==> config.mk <==
export PLATFORM = sky130hd
export DESIGN_NAME = mbx_send_unit
export DESIGN_NICKNAME = d
export VERILOG_FILES = /design/src/rtl/mbx_pkg.sv /design/src/rtl/mbx_regs.sv /design/src/rtl/mbx_chan.sv /design/src/rtl/mbx_irq.sv /design/src/rtl/mbx_send_unit.sv
export SDC_FILE = /design/constraint.sdc
export NUM_CORES = 1
export LEC_CHECK = 0
export ABC_AREA = 1
export ABC_CLOCK_PERIOD_IN_PS = 4600
export BUFFER_PORTS_ARGS = -buffer_cell sky130_fd_sc_hd__buf_2
export CAP_MARGIN = 0
export CORE_ASPECT_RATIO = 0.7
export CORE_MARGIN = 2
export CORE_UTILIZATION = 30
export DETAILED_ROUTE_END_ITERATION = 7
export SLEW_MARGIN = 20
export SYNTH_ARGS = -nofsm -noshare
export SYNTH_HDL_FRONTEND = slang
export SYNTH_HIERARCHICAL = 1
export SYNTH_SLANG_ARGS = --single-unit
==> constraint.sdc <==
create_clock -name clk -period 4.6 [get_ports clk]
set_clock_uncertainty 0.1 [all_clocks]
set_input_delay 0.92 -clock clk [delete_from_list [all_inputs] [get_ports clk]]
set_output_delay 0.92 -clock clk [all_outputs]
set_load 0.01 [all_outputs]
==> src/rtl/mbx_pkg.sv <==
package mbx_pkg;
    localparam int NUM_CH = 8;
    localparam int DATA_W = 32;
    localparam int MSG_W  = 2 * DATA_W;
    localparam int ADDR_W = 6;
    localparam int ID_W   = $clog2(NUM_CH);
    localparam int MASK_W = 3;

    localparam logic [ADDR_W-1:0] OFS_ID   = 6'h00;
    localparam logic [ADDR_W-1:0] OFS_LO   = 6'h04;
    localparam logic [ADDR_W-1:0] OFS_HI   = 6'h08;
    localparam logic [ADDR_W-1:0] OFS_TRIG = 6'h0C;
    localparam logic [ADDR_W-1:0] OFS_CLR  = 6'h10;
    localparam logic [ADDR_W-1:0] OFS_STAT = 6'h14;
    localparam logic [ADDR_W-1:0] OFS_IRQ  = 6'h18;
    localparam logic [ADDR_W-1:0] OFS_MASK = 6'h1C;

    localparam int ST_BUSY_LSB = 0;
    localparam int ST_OVF_LSB  = 8;
    localparam int ST_DLV_LSB  = 16;

    localparam int SRC_BLOCK = 0;
    localparam int SRC_OVF   = 1;
    localparam int SRC_DLV   = 2;

    typedef enum logic {CH_IDLE, CH_PEND} ch_state_e;
    typedef enum logic {IRQ_QUIET, IRQ_RAISED} irq_state_e;
endpackage

==> src/rtl/mbx_regs.sv <==
module mbx_regs
    import mbx_pkg::*;
#(
    parameter int N_CH = NUM_CH,
    parameter int DW   = DATA_W,
    parameter int AW   = ADDR_W,
    localparam int IW  = $clog2(N_CH),
    localparam int MW  = 2 * DW
) (
    input  logic          clk,
    input  logic          rst_n,
    input  logic          bus_wr,
    input  logic [AW-1:0] bus_addr,
    input  logic [DW-1:0] bus_wdata,
    input  logic [N_CH-1:0] st_busy,
    input  logic [N_CH-1:0] st_ovf,
    input  logic [N_CH-1:0] st_dlv,
    input  logic          irq_q,
    output logic [IW-1:0] id_q,
    output logic [MW-1:0] msg_q,
    output logic [MASK_W-1:0] mask_q,
    output logic          post_stb,
    output logic [N_CH-1:0] clr_ovf,
    output logic [N_CH-1:0] clr_dlv,
    output logic          irq_clr,
    output logic [DW-1:0] bus_rdata
);
    logic [DW-1:0] lo_q, hi_q;
    logic [DW-1:0] stat_word;

    always_ff @(posedge clk or negedge rst_n) begin
        if (!rst_n) begin
            id_q   <= '0;
            lo_q   <= '0;
            hi_q   <= '0;
            mask_q <= '1;
        end else if (bus_wr) begin
            if (bus_addr == OFS_ID)   id_q   <= bus_wdata[IW-1:0];
            if (bus_addr == OFS_LO)   lo_q   <= bus_wdata;
            if (bus_addr == OFS_HI)   hi_q   <= bus_wdata;
            if (bus_addr == OFS_MASK) mask_q <= bus_wdata[MASK_W-1:0];
        end
    end

    assign msg_q    = {hi_q, lo_q};
    assign post_stb = bus_wr && (bus_addr == OFS_TRIG) && bus_wdata[0];
    assign irq_clr  = bus_wr && (bus_addr == OFS_IRQ) && bus_wdata[0];
    assign clr_ovf  = (bus_wr && bus_addr == OFS_CLR) ? bus_wdata[ST_OVF_LSB +: N_CH] : '0;
    assign clr_dlv  = (bus_wr && bus_addr == OFS_CLR) ? bus_wdata[ST_DLV_LSB +: N_CH] : '0;

    always_comb begin
        stat_word = '0;
        stat_word[ST_BUSY_LSB +: N_CH] = st_busy;
        stat_word[ST_OVF_LSB  +: N_CH] = st_ovf;
        stat_word[ST_DLV_LSB  +: N_CH] = st_dlv;
    end

    always_comb begin
        bus_rdata = '0;
        case (bus_addr)
            OFS_ID:   bus_rdata[IW-1:0] = id_q;
            OFS_LO:   bus_rdata = lo_q;
            OFS_HI:   bus_rdata = hi_q;
            OFS_STAT: bus_rdata = stat_word;
            OFS_IRQ:  bus_rdata[0] = irq_q;
            OFS_MASK: bus_rdata[MASK_W-1:0] = mask_q;
            default:  bus_rdata = '0;
        endcase
    end

    // A write to the mask register must be visible on the next cycle
    assert_mask_write_R9: assert property (@(posedge clk) disable iff (!rst_n)
        bus_wr && bus_addr == OFS_MASK |=> mask_q == $past(bus_wdata[MASK_W-1:0]));
endmodule

==> src/rtl/mbx_chan.sv <==
module mbx_chan
    import mbx_pkg::*;
#(
    parameter int MW = MSG_W
) (
    input  logic          clk,
    input  logic          rst_n,
    input  logic          post,
    input  logic          ack,
    input  logic          clr_ovf,
    input  logic          clr_dlv,
    input  logic [MW-1:0] msg_in,
    output logic          busy,
    output logic          ovf_q,
    output logic          dlv_q,
    output logic          ovf_evt,
    output logic          dlv_evt,
    output logic [MW-1:0] msg_q
);
    ch_state_e state_q, state_d;

    always_ff @(posedge clk or negedge rst_n) begin
        if (!rst_n) state_q <= CH_IDLE;
        else        state_q <= state_d;
    end

    always_comb begin
        state_d = state_q;
        unique case (state_q)
            CH_IDLE: if (post) state_d = CH_PEND;
            CH_PEND: if (ack)  state_d = CH_IDLE;
        endcase
    end

    assign busy    = (state_q == CH_PEND);
    assign dlv_evt = busy && ack;
    assign ovf_evt = busy && post;

    always_ff @(posedge clk or negedge rst_n) begin
        if (!rst_n) begin
            ovf_q <= 1'b0;
            dlv_q <= 1'b0;
            msg_q <= '0;
        end else begin
            if (ovf_evt)      ovf_q <= 1'b1;
            else if (clr_ovf) ovf_q <= 1'b0;
            if (dlv_evt)      dlv_q <= 1'b1;
            else if (clr_dlv) dlv_q <= 1'b0;
            if (post && !busy) msg_q <= msg_in;
        end
    end

    assert_post_busy_R2: assert property (@(posedge clk) disable iff (!rst_n)
        post && state_q == CH_IDLE |=> busy);
    assert_ack_deliver_R4: assert property (@(posedge clk) disable iff (!rst_n)
        ack && state_q == CH_PEND |=> dlv_q && state_q == CH_IDLE);
    assert_ack_idle_R4: assert property (@(posedge clk) disable iff (!rst_n)
        ack && !post && state_q == CH_IDLE |=> state_q == CH_IDLE);
    assert_no_overwrite_R5: assert property (@(posedge clk) disable iff (!rst_n)
        state_q == CH_PEND && !ack |=> $stable(msg_q) && busy);
    assert_refuse_ovf_R5: assert property (@(posedge clk) disable iff (!rst_n)
        post && state_q == CH_PEND |=> ovf_q);
    assert_race_R10: assert property (@(posedge clk) disable iff (!rst_n)
        post && ack && state_q == CH_PEND |=> ovf_q && dlv_q && !busy);
endmodule

==> src/rtl/mbx_irq.sv <==
module mbx_irq
    import mbx_pkg::*;
#(
    parameter int N_CH = NUM_CH
) (
    input  logic            clk,
    input  logic            rst_n,
    input  logic [N_CH-1:0] ovf_evt,
    input  logic [N_CH-1:0] dlv_evt,
    input  logic            mask_ovf,
    input  logic            mask_dlv,
    input  logic            clr,
    output logic            irq
);
    irq_state_e state_q, state_d;
    logic raise;

    assign raise = (|ovf_evt && !mask_ovf) || (|dlv_evt && !mask_dlv);

    always_ff @(posedge clk or negedge rst_n) begin
        if (!rst_n) state_q <= IRQ_QUIET;
        else        state_q <= state_d;
    end

    always_comb begin
        state_d = state_q;
        unique case (state_q)
            IRQ_QUIET:  if (raise)         state_d = IRQ_RAISED;
            IRQ_RAISED: if (clr && !raise) state_d = IRQ_QUIET;
        endcase
    end

    assign irq = (state_q == IRQ_RAISED);

    assert_irq_hold_R8: assert property (@(posedge clk) disable iff (!rst_n)
        irq && !clr |=> irq);
    assert_irq_set_wins_R8: assert property (@(posedge clk) disable iff (!rst_n)
        |dlv_evt && !mask_dlv |=> irq);
    assert_irq_masked_R7: assert property (@(posedge clk) disable iff (!rst_n)
        !irq && mask_ovf && mask_dlv |=> !irq);
endmodule

==> src/rtl/mbx_send_unit.sv <==
module mbx_send_unit
    import mbx_pkg::*;
#(
    parameter int N_CH = NUM_CH,
    parameter int DW   = DATA_W,
    parameter int AW   = ADDR_W,
    localparam int IW  = $clog2(N_CH),
    localparam int MW  = 2 * DW
) (
    input  logic            clk,
    input  logic            rst_n,
    input  logic            bus_wr,
    input  logic [AW-1:0]   bus_addr,
    input  logic [DW-1:0]   bus_wdata,
    output logic [DW-1:0]   bus_rdata,
    input  logic [N_CH-1:0] chan_ack,
    output logic [N_CH-1:0] chan_req,
    input  logic [IW-1:0]   rmt_sel,
    output logic [MW-1:0]   rmt_msg,
    output logic            irq
);
    logic [IW-1:0]     id_q;
    logic [MW-1:0]     msg_q;
    logic [MASK_W-1:0] mask_q;
    logic              post_stb, irq_clr;
    logic [N_CH-1:0]   clr_ovf, clr_dlv;
    logic [N_CH-1:0]   busy, ovf, dlv, ovf_evt, dlv_evt;
    logic [MW-1:0]     store [N_CH];

    mbx_regs #(.N_CH(N_CH), .DW(DW), .AW(AW)) u_regs (
        .clk(clk), .rst_n(rst_n), .bus_wr(bus_wr), .bus_addr(bus_addr),
        .bus_wdata(bus_wdata), .st_busy(busy), .st_ovf(ovf), .st_dlv(dlv),
        .irq_q(irq), .id_q(id_q), .msg_q(msg_q), .mask_q(mask_q),
        .post_stb(post_stb), .clr_ovf(clr_ovf), .clr_dlv(clr_dlv),
        .irq_clr(irq_clr), .bus_rdata(bus_rdata)
    );

    for (genvar g = 0; g < N_CH; g++) begin : g_ch
        mbx_chan #(.MW(MW)) u_ch (
            .clk(clk), .rst_n(rst_n),
            .post(post_stb && id_q == IW'(g)),
            .ack(chan_ack[g]),
            .clr_ovf(clr_ovf[g]), .clr_dlv(clr_dlv[g]),
            .msg_in(msg_q),
            .busy(busy[g]), .ovf_q(ovf[g]), .dlv_q(dlv[g]),
            .ovf_evt(ovf_evt[g]), .dlv_evt(dlv_evt[g]),
            .msg_q(store[g])
        );
    end

    mbx_irq #(.N_CH(N_CH)) u_irq (
        .clk(clk), .rst_n(rst_n), .ovf_evt(ovf_evt), .dlv_evt(dlv_evt),
        .mask_ovf(mask_q[SRC_OVF]), .mask_dlv(mask_q[SRC_DLV]),
        .clr(irq_clr), .irq(irq)
    );

    assign chan_req = busy;
    assign rmt_msg  = store[rmt_sel];

    // Requests only change through a trigger or an acknowledge
    assert_req_quiet_R3: assert property (@(posedge clk) disable iff (!rst_n)
        !post_stb && chan_ack == '0 |=> $stable(chan_req));
endmodule

==> impl_metrics.tcl <==
set metrics [dict create \
    finalHoldViolations 0 \
    cap_viol_max_count 0 \
    drt_pass1_iterations 6 \
    peakVddDrop_uv 241 \
    min_path_type "in -> async" \
    worst_pin_slew_ns 1.19 \
    seq_area_frac_synth 0.475 \
    power_frac_comb 0.078 \
    seqCellArea_um2 15200 \
    placementRows 100 \
    layout_worst_path_cycle_share 0.834 \
    multi_input_area_um2 12700 \
    setup_viol 0 \
    holdWs_ns 0.0761 \
    final_cells 5980 \
    netlist_area_um2 32000 \
    status "completed" \
    grt_overflow 0 \
    post_cts_resized 0 \
    period_needed_ns 3.84 \
    fin_nets 4555 \
    ys_warn_count 6 \
    clock-sinks 607 \
    dp_hpwl_um 70300 \
    synth_fa_ha_area_frac 0 \
    cts_buffer_depth 3 \
    slowest_stage "inv_2" \
    synthMuxAreaShare 0 \
    post-cts-setup-buffer-count 0 \
    seq_power_share 0.505 \
    synth_top_family_by_area "simple AND/OR/NAND/NOR gates" \
    synthXorXnorAreaFrac 0 \
    ant_nets 0 \
    netlist_instances 4523 \
    synth_compound_area_frac 0.0174 \
    grt_use_met3 0.0538 \
    placedCellCount 5873 \
    pwr-share-clk 0.417 \
    crit_chain "buf_2 > nor2_2 > buf_4 > nand3_2 > inv_2 > buf_4 > nand2_1 > nand3_1 > buf_2" \
    viasPerCell 4.94 \
    clk_pin_slew_ns 0.07 \
    intPower_mw 8.34 \
    floorplan.initialDensity 0.302 \
    critPathMaxFanout 20 \
    dieArea_um2 109000 \
    maxSlewViolCount 0 \
    synth_cell_types 26 \
    grtUsageMet1 0.335 \
    wl_um 121000 \
    slew_headroom 0.209 \
    cp-start-kind "input pin" \
    powerDensity_nw_per_um2 327 \
    critPathKind "in -> out" \
    path_delay_family "buffers and inverters" \
    wl_per_cell_um 20.2 \
    tritoncts "yes" \
    fp.dieH_um 277 \
    leakage_nw 19.7 \
    setup_tns_ns 0 \
    cp.arrival_ns 2.82 \
    root_buffer "clkbuf_16" \
    synth-simple-area-share 0.377 \
    syn2layout_area_growth_pct 10.6 \
    core_um2 106000 \
    end_kind "output pin" \
    grt_pass1_vias 27400 \
    rsz0062_at_grt "no" \
    grt_use_total 0.218 \
    fillers 11500 \
    grt_max_degree 144 \
    insertion_delay_ns 0.65 \
    drc 0 \
    crit_buf_inv 5 \
    worstPathRequired_ns 3.58 \
    avgSynthCellArea_um2 7.08 \
    antenna_found_initial 9 \
    ios 157 \
    grt_pass1_wl_um 183000 \
    ctsHtreeMaxLevel 2 \
    drive_above_1_share 0.0789 \
    drt-initial-drc-count 3930 \
    numCtsBuffers 56 \
    switching_power_mw 3.22 \
    max_freq_mhz 261 \
    ys_seq_elements 607 \
    slowest_delay_ns 0.52 \
    synth_nets 4575 \
    vias 29600 \
    grt_busiest_layer "met1" \
    holdBufCountCts 0 \
    gp_congestion 0.886 \
    total_power_mw 11.6 \
    die_w_um 394 \
    sw_frac_of_total 0.279 \
    use_met2 0.305 \
    port_buffers 156 \
]
layout make-up:
cell class,count,share of cell area
antenna,3,0.000212
clock buffer,85,0.0464
clock inverter,19,0.00513
inverter,608,0.0648
multi-input combinational,3019,0.360
sequential,607,0.429
tap,1428,0.0505
timing repair buffer,211,0.0437
flip-flops by register name, indices dropped and copies added, names as in the netlist:
register and count:
u_regs/mask_q 3, g_ch.u_ch/msg_q 512, g_ch.u_ch/busy 8, u_regs/lo_q 32, u_regs/hi_q 32, u_irq/irq 1
g_ch.u_ch/ovf_q 8, g_ch.u_ch/dlv_q 8, u_regs/id_q 3
kinds of logic after synthesis:
kind of cell	Yosys count
and+or+nand+nor	2922
buffers and inverters	897
DFF	607
AOI/OAI and AO/OA	97
power by group through the flow:
stage                     registers [mW]  logic (mW)  clock network (mW)
after floorplan                     5.72       0.505                   0
after global placement              5.92       0.900                   0
after detailed placement            5.91       0.910                   0
after CTS                           5.81       0.913                4.90
after global routing                5.84        1.02                5.12
final                               5.83       0.905                4.82
per-stage QoR:
step	util	setup slack, ns	area, µm²
2_1_floorplan	-	1.77	32000
5_1_grt	0.333	0.704	35400
3_3_place_gp	0.316	0.870	33500
4_1_cts	0.333	0.844	35400
6_report	0.334	0.763	35400
3_5_place_dp	0.316	0.842	33500
cell usage after synthesis, drive strengths merged:
library cell | number | area share
clkbuf | 8 | 0.00098
dfstp | 3 | 0.0025
dfrtp | 604 | 0.47
o21bai | 1 | 0.00023
nand4 | 10 | 0.0020
a21oi | 1 | 0.00016
inv | 608 | 0.071
nor3 | 4 | 0.00063
nor2 | 51 | 0.0072
nand2 | 2063 | 0.24
o21ai | 95 | 0.017
buf | 281 | 0.059
nand3 | 794 | 0.12
path summary, 6_finish.rpt:
kind | start | endpoint | slack [ns] | depth (start not counted)
min in group clk | g_ch[5].u_ch/msg_q[26] | g_ch[5].u_ch/msg_q[26] | 0.37 | 2
max in group asynchronous | rst_n | g_ch[5].u_ch/msg_q[1] | 3.26 | 2
worst max register to register | g_ch[3].u_ch/busy | g_ch[3].u_ch/busy | 2.22 | 4
worst min-delay path | rst_n | g_ch[6].u_ch/msg_q[36] | 0.08 | 1
worst max-delay path | bus_addr[1] | bus_rdata[23] | 0.76 | 9
worst min register to register | g_ch[5].u_ch/msg_q[26] | g_ch[5].u_ch/msg_q[26] | 0.37 | 2
per-layer routing:
layer / part of all wire / wire length (µm) / vias to the layer above
met5: 0.0014 / 164 / -
met4: 0.017 / 2070 / 2
met3: 0.12 / 14300 / 171
met2: 0.41 / 49200 / 1523
met1: 0.46 / 55200 / 14200
li1: - / - / 13700
cells in the final DEF (no fill, tap or decap), drive strengths merged:
master	count
nand4	10
clkinv	17
bufinv	3
o21ai	95
nand3	794
nand2	2063
nor3	4
buf	210
dfstp	3
a21oi	1
nor2	51
inv	607
diode	3
dfrtp	604
o21bai	1
clkbuf	86
(Power assumes the default switching activity.)
